## src/rtl/tp_bank_pkg.sv

```systemverilog
package tp_bank_pkg;
    typedef enum logic {
        CP_FORCE_LOW  = 1'b0,
        CP_FORCE_HIGH = 1'b1
    } cp_kind_e;
endpackage

```

## src/rtl/tp_ctrl_cell.sv

```systemverilog
module tp_ctrl_cell
    import tp_bank_pkg::*;
#(
    parameter cp_kind_e KIND = CP_FORCE_LOW
) (
    input  logic tp_en,
    input  logic hold_q,
    input  logic net_i,
    output logic net_o
);
    logic arm;
    assign arm = tp_en & hold_q;

    generate
        if (KIND == CP_FORCE_LOW) begin : g_low
            logic pass_n;
            assign pass_n = ~arm;
            assign net_o  = net_i & pass_n;
        end else begin : g_high
            assign net_o = net_i | arm;
        end
    endgenerate
endmodule

```

## src/rtl/tp_obs_cell.sv

```systemverilog
module tp_obs_cell (
    input  logic tp_en,
    input  logic net_i,
    output logic cap_o
);
    assign cap_o = tp_en & net_i;
endmodule

```

## src/rtl/tp_bank.sv

```systemverilog
module tp_bank
    import tp_bank_pkg::*;
#(
    parameter int N_AND = 2,
    parameter int N_OR  = 2,
    parameter int N_OBS = 3,
    parameter int AW    = (N_AND > 0) ? N_AND : 1,
    parameter int OW    = (N_OR  > 0) ? N_OR  : 1,
    parameter int BW    = (N_OBS > 0) ? N_OBS : 1
) (
    input  logic          clk,
    input  logic          rst_n,
    input  logic          tp_en,
    input  logic          scan_en,
    input  logic          scan_in,
    input  logic [AW-1:0] and_net_i,
    output logic [AW-1:0] and_net_o,
    input  logic [OW-1:0] or_net_i,
    output logic [OW-1:0] or_net_o,
    input  logic [BW-1:0] obs_net_i,
    output logic          scan_out
);
    localparam int NT       = N_AND + N_OR + N_OBS;
    localparam int OR_BASE  = N_AND;
    localparam int OBS_BASE = N_AND + N_OR;

    typedef struct packed {
        logic [NT-1:0] chain;
    } state_t;

    state_t        st_d, st_q;
    logic [NT-1:0] prev_bit;
    logic [NT-1:0] cap_bit;

    // serial neighbour of each chain position
    assign prev_bit[0] = scan_in;
    for (genvar k = 1; k < NT; k++) begin : g_link
        assign prev_bit[k] = st_q.chain[k-1];
    end

    // low-forcing control points
    for (genvar a = 0; a < N_AND; a++) begin : g_and
        tp_ctrl_cell #(.KIND(CP_FORCE_LOW)) u_cell (
            .tp_en (tp_en),
            .hold_q(st_q.chain[a]),
            .net_i (and_net_i[a]),
            .net_o (and_net_o[a])
        );
        assign cap_bit[a] = st_q.chain[a];
    end
    if (N_AND == 0) begin : g_no_and
        assign and_net_o = '0;
    end

    // high-forcing control points
    for (genvar o = 0; o < N_OR; o++) begin : g_or
        tp_ctrl_cell #(.KIND(CP_FORCE_HIGH)) u_cell (
            .tp_en (tp_en),
            .hold_q(st_q.chain[OR_BASE+o]),
            .net_i (or_net_i[o]),
            .net_o (or_net_o[o])
        );
        assign cap_bit[OR_BASE+o] = st_q.chain[OR_BASE+o];
    end
    if (N_OR == 0) begin : g_no_or
        assign or_net_o = '0;
    end

    // observe points
    for (genvar b = 0; b < N_OBS; b++) begin : g_obs
        tp_obs_cell u_cell (
            .tp_en(tp_en),
            .net_i(obs_net_i[b]),
            .cap_o(cap_bit[OBS_BASE+b])
        );
    end

    always_comb begin
        st_d       = st_q;
        st_d.chain = scan_en ? prev_bit : cap_bit;
    end

    always_ff @(posedge clk or negedge rst_n) begin
        if (!rst_n) begin
            st_q <= '0;
        end else begin
            st_q <= st_d;
        end
    end

    assign scan_out = st_q.chain[NT-1];
endmodule

```

## config.mk

```make
export PLATFORM = sky130hd
export DESIGN_NAME = tp_bank
export DESIGN_NICKNAME = d
export VERILOG_FILES = /design/src/rtl/tp_bank_pkg.sv /design/src/rtl/tp_ctrl_cell.sv /design/src/rtl/tp_obs_cell.sv /design/src/rtl/tp_bank.sv
export SDC_FILE = /design/constraint.sdc
export NUM_CORES = 1
export LEC_CHECK = 0
export BUFFER_PORTS_ARGS = -buffer_cell sky130_fd_sc_hd__buf_4
export CAP_MARGIN = 25
export CELL_PAD_IN_SITES_DETAIL_PLACEMENT = 0
export CELL_PAD_IN_SITES_GLOBAL_PLACEMENT = 1
export CORE_AREA = 5 5 42 44
export DETAILED_ROUTE_END_ITERATION = 16
export DIE_AREA = 0 0 47 49
export PLACE_DENSITY = 0.7
export SYNTH_ARGS = -nofsm -noshare
export SYNTH_HDL_FRONTEND = slang
export SYNTH_SLANG_ARGS = --single-unit
export TNS_END_PERCENT = 1
```

## constraint.sdc

```tcl
create_clock -name clk -period 1 [get_ports clk]
set_input_delay 0 -clock clk [delete_from_list [all_inputs] [get_ports clk]]
set_output_delay 0 -clock clk [all_outputs]
set_load 0.02 [all_outputs]
```

==> summary.md, run 1 <==
### Floorplan
• 49 µm — die height
• 2300 µm² — DIE AREA
• 14 — row count
• 0.250 — starting density of the core
• 1400 µm² — placeable core region
• 47 µm — die width
• 17 — boundary pin count

### STA
• 0.134 ns — measured slew at the worst slew-check pin
• 0.959 — final period utilization
• 0 ns — Setup TNS
• yes — RSZ-0062 raised after global routing
• 1040 MHz — achievable clock frequency
• 0.959 ns — final period demand of the worst path
• 0 — endpoints failing hold
• 0.911 — relative slew slack
• 0 — Max Transition Viols Final
• 0.00121 ns — Layout Skew
• 0 — total of endpoints with negative setup slack in the final report

### Synthesis
• 0.500 — top-area cell type share of the netlist area
• 24 — cell count after synthesis
• 0.0393 — post-synthesis simple-gate area fraction
• sky130_fd_sc_hd__dfrtp_1, sky130_fd_sc_hd__buf_4, sky130_fd_sc_hd__mux2_4 — Commonest cells post-synth
• 7 — flip-flop and latch count after synthesis
• sky130_fd_sc_hd__dfrtp_1 — most frequently used cell type in the post-synthesis netlist
• 0 — adder-cell area share of the yosys netlist
• 1.00 — fraction of registers with async set or reset after synthesis
• 0.171 — share of the synthesized area in compound gates (AO/OA/AOI/OAI)
• compound AO/OA/AOI/OAI gates — main combinational cell family by area after synthesis
• 0 — number of enable flip-flop cells after synthesis
• 0.171 — multiplexer fraction of the synthesized cell area
• 0 — number of warning messages in the yosys log
• 350 µm² — post-synthesis instance area
• sky130_fd_sc_hd__dfrtp_1 — library cell occupying the most area in the post-synthesis netlist
• 0.500 — share of the yosys chip area belonging to registers
• sky130_fd_sc_hd__dfrtp_1, sky130_fd_sc_hd__mux2_4, sky130_fd_sc_hd__a22o_2 — Synth area leaders
• sky130_fd_sc_hd__dfrtp_1 — top_reg_cell synth
• 14.6 µm² — syn avg cell area
• 36 — net count after synthesis
• 0 — xor and xnor area share after synthesis
• 8 — count of distinct cell types in the synthesized netlist

### Routing
• 1 — starting DRC count in detailed routing
• 3 — Initial DRT Pass Iterations
• 0 — remaining antenna violation count after routing
• 0 — Residual DRC
• 257 — Vias
• 713 µm — WL final
• 4.28 — vias per cell
• 11.9 µm — Avg WL per Cell

### Pwr
• 0.558 mV — worst vdd ir
• 0.439 — part of the power in registers
• 607 µW — internal cell power
• 0.250 — fraction of power spent switching nets
• 1540 nW/µm² — total power per unit cell area
• 0.244 — combinational share of power
• 0.269 nW — static leakage
• 0.317 — fraction of power consumed by the clock network
• 203 µW — Psw

### Flow run
• 0 — Maximum Capacitance Violations

### Hold path
• primary input to asynchronous set/reset pin — type of the worst min-delay path

### GRT
• 1.18 mm — global-route wire length before repair
• 0.0745 — total global-route track usage
• 0 — Remaining Overflow, GRT
• 0 — initial antenna violation count
• 9 — largest net degree at the start of global routing
• 289 — number of global-route vias before repair

### Status
• completed — status

### Clock network
• 0.05 ns — register clock-pin slew on the reported worst setup and hold paths
• 0.25 ns — clk_lat worst skew
• sky130_fd_sc_hd__clkbuf_4 — Clk Tree Root Cell
• yes — CTS tree
• 7 — # clock sinks
• 1 — Clock H-tree levels
• 0 — buffer count from post-CTS setup fixing
• 3 — number of clock buffers inserted by TritonCTS
• 2 — Bufs on Longest Clock Path

### Placement
• 16 — IO buf count
• 0.634 — routability congestion estimate from global placement
• 449 µm² — area post-placement

### Cells and area
• 0.614 — fraction of layout instances using a drive strength above 1
• st_q — register with the highest flop count
• 526 µm² — area of all placed cells without fillers
• 134 µm² — combined area of the multi-input logic cells
• 0 — count of antenna diodes in the layout
• st_q (7) — largest registers
• 50.0% — Synth-to-Final Area Change
• 175 µm² — Sequential Area
• 138 — filler instances
• 7 — flip-flop count of the largest register after layout
• 57 — Net count, final

### Setup path
• 0.96 ns — Arrival @ worst endpoint
• sky130_fd_sc_hd__dfrtp_1 — slowest cell on the critical path
• 3 — critical-path maximum fanout
• flop — category of the worst setup path launch point
• flop to primary output — WS Path Type
• primary output — Critical Path Sink Type
• 1.00 ns — CP required
• 0.40 ns — slowest cell delay on critical path
• a21o_1 -> buf_4 — Critical Path, Cell by Cell

[metrics by stage]
step	hold slack, ns	instances	utilization	power (mW)	setup slack (ns)
floorplan	-0.296	24	-	0.483	0.255
global placement	-0.184	51	0.321	0.539	0.232
detailed placement	-0.182	51	0.321	0.543	0.221
CTS	0.0969	60	0.375	0.827	0.0130
global route	0.113	60	0.375	0.856	-0.00310
finish	0.101	60	0.375	0.810	0.0409
[kinds of logic after synthesis]
family | after synthesis
compound gates | 7
flops | 7
buf+inv | 5
mux | 4
simple gates | 1
[repair_timing]
item,4_1_cts,5_1_grt
pin swaps,0,3
endpoints found under the setup margin,2,3
hold buffers,5,0
gates resized for setup,2,0
endpoints found under the hold margin,11,0
[area by class of cell]
class	instances	share of cell area
Sequential cell	7	0.333
Clock buffer	4	0.0500
Multi-Input combinational cell	12	0.255
Tap cell	16	0.0381
Timing Repair Buffer	21	0.324
[layer usage]
layer,part of all wire,global-route usage,up-vias
li1,-,-,121
met1,0.45,0.0968,119
met2,0.42,0.0905,15
met3,0.11,0.0369,2
met4,0.020,0.0553,0
met5,0,0,-
[power by group through the flow]
stage | sequential, mW | clock (mW) | combinational [mW]
floorplan | 0.355 | 0 | 0.128
global placement | 0.358 | 0 | 0.181
detailed placement | 0.359 | 0 | 0.184
CTS | 0.356 | 0.271 | 0.200
global route | 0.358 | 0.285 | 0.212
finish | 0.355 | 0.257 | 0.197
[cell usage in the layout (no fill, tap or decap), drive strengths merged]
master / netlist / layout
a21boi: 2 / 2
mux2: 4 / 4
a21o: 2 / 2
nor2b: 1 / 1
dlygate4sd3: 0 / 5
buf: 5 / 16
dfrtp: 7 / 7
a22o: 3 / 3
clkbuf: 0 / 4
[final timing paths]
check | slack (ns) | start | cells after the start | to
max in group asynchronous | 0.78 | rst_n | 2 | st_q[5]
min | 0.10 | rst_n | 2 | st_q[2]
max | 0.04 | st_q[3] | 2 | or_net_o[1]
min reg2reg | 0.48 | st_q[5] | 1 | st_q[6]
min in group clk | 0.10 | scan_en | 2 | st_q[6]
max reg2reg | 0.22 | st_q[3] | 1 | st_q[3]
[worst max-delay path, delay by kind of cell (launching register included)]
kind	cells	cell delay [ns]
flip-flops	1	0.40
AO/OA/AOI/OAI	1	0.16
buffers and inverters	1	0.15
Power figures use the tool's default switching activity.
==> inputs of run 2 (changes only) <==
--- a/config.mk
+++ b/config.mk
@@ -9,10 +9,11 @@
 export CAP_MARGIN = 25
 export CELL_PAD_IN_SITES_DETAIL_PLACEMENT = 0
 export CELL_PAD_IN_SITES_GLOBAL_PLACEMENT = 1
-export CORE_AREA = 5 5 42 44
+export CORE_AREA = 2 2 39 41
 export DETAILED_ROUTE_END_ITERATION = 16
-export DIE_AREA = 0 0 47 49
+export DIE_AREA = 0 0 41 43
 export PLACE_DENSITY = 0.7
+export SETUP_SLACK_MARGIN = 0.05
 export SYNTH_ARGS = -nofsm -noshare
 export SYNTH_HDL_FRONTEND = slang
 export SYNTH_SLANG_ARGS = --single-unit
==> run 2 against run 1 <==
Effect of this change:
- hold slack worse by 0.0037 ns
- sequential share of layout area fell by 1.6 points
- setup slack improved by 0.031 ns
- via count rose by 4.7%
- cell area grew 5.0%
- fmax rose by 3.3%
- final cell count increased by 5.0%
- non-clock buffer count rose by 3
- combinational power rose by 25%
- first-iteration DRC count down 100%
==> summary.md, run 2 (same netlist as run 1, synthesis figures left out) <==
### Cells and area
• 60 — Net count, final, +5.3%
• 57.5% — Synth-to-Final Area Change
• sky130_fd_sc_hd__buf_4, sky130_fd_sc_hd__dfrtp_1, sky130_fd_sc_hd__dlygate4sd3_1 — top library cells by usage in the layout, fill and taps aside
• 0 — count of antenna diodes in the layout, unchanged
• 63 — final std cells w/o fill, +5.0%
• 0.638 — fraction of layout instances using a drive strength above 1, +0.0247
• st_q — register with the highest flop count
• 7 — flip-flop count of the largest register after layout, unchanged
• sky130_fd_sc_hd__buf_4 — commonest non-fill, non-tap cell in the layout
• st_q (7) — largest registers

### Setup path
• st_q[1] — Crit Reg-Reg Endpoint
• a21o_1 -> buf_6 — Critical Path, Cell by Cell
• st_q[1] — R2R Path Start
• primary output — Critical Path Sink Type
• st_q[3] — launching element of the worst setup path
• 2 — critical-path maximum fanout, -1
• 2 — cells on worst reg2reg path, +1
• flip-flops — category of cells accounting for the largest share of critical-path delay
• 0.93 ns — Arrival @ worst endpoint, -0.03 ns
• 0.37 ns — slowest cell delay on critical path, -0.03 ns
• 2 — total number of cells along the worst setup path, unchanged
• 0.11 ns — Reg2Reg Setup Slack, -0.11 ns
• or_net_o[1] — critical path endpoint
• 1.00 ns — CP required, about the same
• sky130_fd_sc_hd__dfrtp_1 — slowest cell on the critical path
• 1 — worst path buffer plus inverter count, unchanged
• flop to primary output — WS Path Type
• flop — category of the worst setup path launch point

### Floorplan
• 14 — row count, unchanged
• 17 — boundary pin count, unchanged
• 1760 µm² — DIE AREA, -23%
• 41 µm — die width, -13%
• 1380 µm² — placeable core region, -1.2%
• 0.253 — starting density of the core, +0.00316
• 43 µm — die height, -12%

### STA
• 0.928 ns — final period demand of the worst path, -0.0306 ns
• 0.132 ns — measured slew at the worst slew-check pin, -0.00127 ns
• 1080 MHz — achievable clock frequency, +3.3%
• 0 — total of endpoints with negative setup slack in the final report, unchanged
• 0 — endpoints failing hold, unchanged
• 0 — Max Transition Viols Final, unchanged
• 0.00165 ns — Layout Skew, +0.000439 ns
• 0 ns — Setup TNS, unchanged
• yes — RSZ-0062 raised after global routing
• 0.912 — relative slew slack, about the same
• 0.928 — final period utilization, -0.0306

### Clock network
• sky130_fd_sc_hd__clkbuf_4 — Clk Tree Root Cell
• 3 — number of clock buffers inserted by TritonCTS, unchanged
• 0.05 ns — register clock-pin slew on the reported worst setup and hold paths, about the same
• yes — CTS tree
• 7 — # clock sinks, unchanged
• 2 — Bufs on Longest Clock Path, unchanged
• 0.24 ns — clk_lat worst skew, about the same
• 1 — Clock H-tree levels, unchanged

### GRT
• 0.163 — routing usage on met2, +0.0720
• 1.21 mm — global-route wire length before repair, +2.4%
• 300 — number of global-route vias before repair, +3.8%
• 9 — largest net degree at the start of global routing, unchanged
• 0.106 — met1 global-route usage, +0.00876
• 0.109 — total global-route track usage, +0.0348
• 0 — Remaining Overflow, GRT, unchanged
• met2 — GR peak layer
• 0.0628 — met3 capacity usage during global routing, +0.0259
• 0 — initial antenna violation count, unchanged

### Routing
• 0 — starting DRC count in detailed routing, -1
• 0 — remaining antenna violation count after routing, unchanged
• 720 µm — WL final, +0.98%
• 0 — Residual DRC, unchanged
• 4.27 — vias per cell, -0.31%
• 269 — Vias, +4.7%
• 11.4 µm — Avg WL per Cell, -3.8%
• 1 — Initial DRT Pass Iterations, -2

### Placement
• 0.677 — routability congestion estimate from global placement, +6.8%
• 16 — IO buf count, unchanged
• 51 — placed cell count, unchanged

### Hold path
• primary input to asynchronous set/reset pin — type of the worst min-delay path

### Pwr
• 1530 nW/µm² — total power per unit cell area, -0.71%
• 844 µW — post-layout total power, +4.2%
• 0.527 mV — worst vdd ir, -5.5%
• 0.285 nW — static leakage, +5.9%

### Flow run
• 0 — Maximum Capacitance Violations, unchanged

### Status
• completed — status

[run 2: changes by cell type in the layout (fill, tap and decap cells not counted)]
cell                    delta
sky130_fd_sc_hd__buf_6     +1
sky130_fd_sc_hd__buf_4     +2
[run 2: cell type report]
class                      count  area (µm²)
multi-input combinational     12         134
tap                           16        20.0
sequential                     7         175
fill                         139         832
clock buffer                   4        26.3
timing repair buffer          24         196
[run 2: power breakdown]
group          internal, mW  total [mW]  leakage [nW]  switching, mW
Clock                 0.152       0.251        0.0150         0.0992
Sequential            0.327       0.347        0.0852         0.0209
Combinational         0.159       0.246         0.185         0.0863
Total                 0.638       0.844         0.285          0.206
[run 2: layer usage]
layer  wire length (µm)  vias to the layer above
li1                   -                      128
met1                285                      129
met2                380                       12
met3                 54                        0
met4                  0                        0
met5                  0                        -
[run 2: through the flow]
step	utilization	setup WS [ns]	hold WS [ns]	area [µm²]
6_report	0.399	0.0715	0.0968	552
5_1_grt	0.399	0.0163	0.102	552
4_1_cts	0.391	0.0412	0.0925	541
3_5_place_dp	0.325	0.217	-0.183	449
3_3_place_gp	0.325	0.233	-0.188	449
2_1_floorplan	-	0.255	-0.296	350
[run 2: worst reg2reg max path: cells and delay by family (launching register included)]
kind                   cells  cell delay [ns]
buffers and inverters      1             0.14
DFF                        1             0.38
muxes                      1             0.25
[run 2: how the worst min path moves through the flow]
stage	endpoint	slack [ns]	depth (start not counted)
6_report	st_q[5]	0.1	2
5_1_grt	st_q[6]	0.10	2
4_1_cts	st_q[6]	0.09	2
3_5_place_dp	st_q[6]	-0.18	1
3_3_place_gp	st_q[5]	-0.19	1
2_1_floorplan	st_q[0]	-0.30	0
[run 2: timing repair]
item	in CTS	in global routing
endpoints found under the hold margin	11	0
gates resized for setup	2	1
hold buffers	5	0
pin swaps	0	2
setup endpoints to repair	4	4
setup buffers	2	1
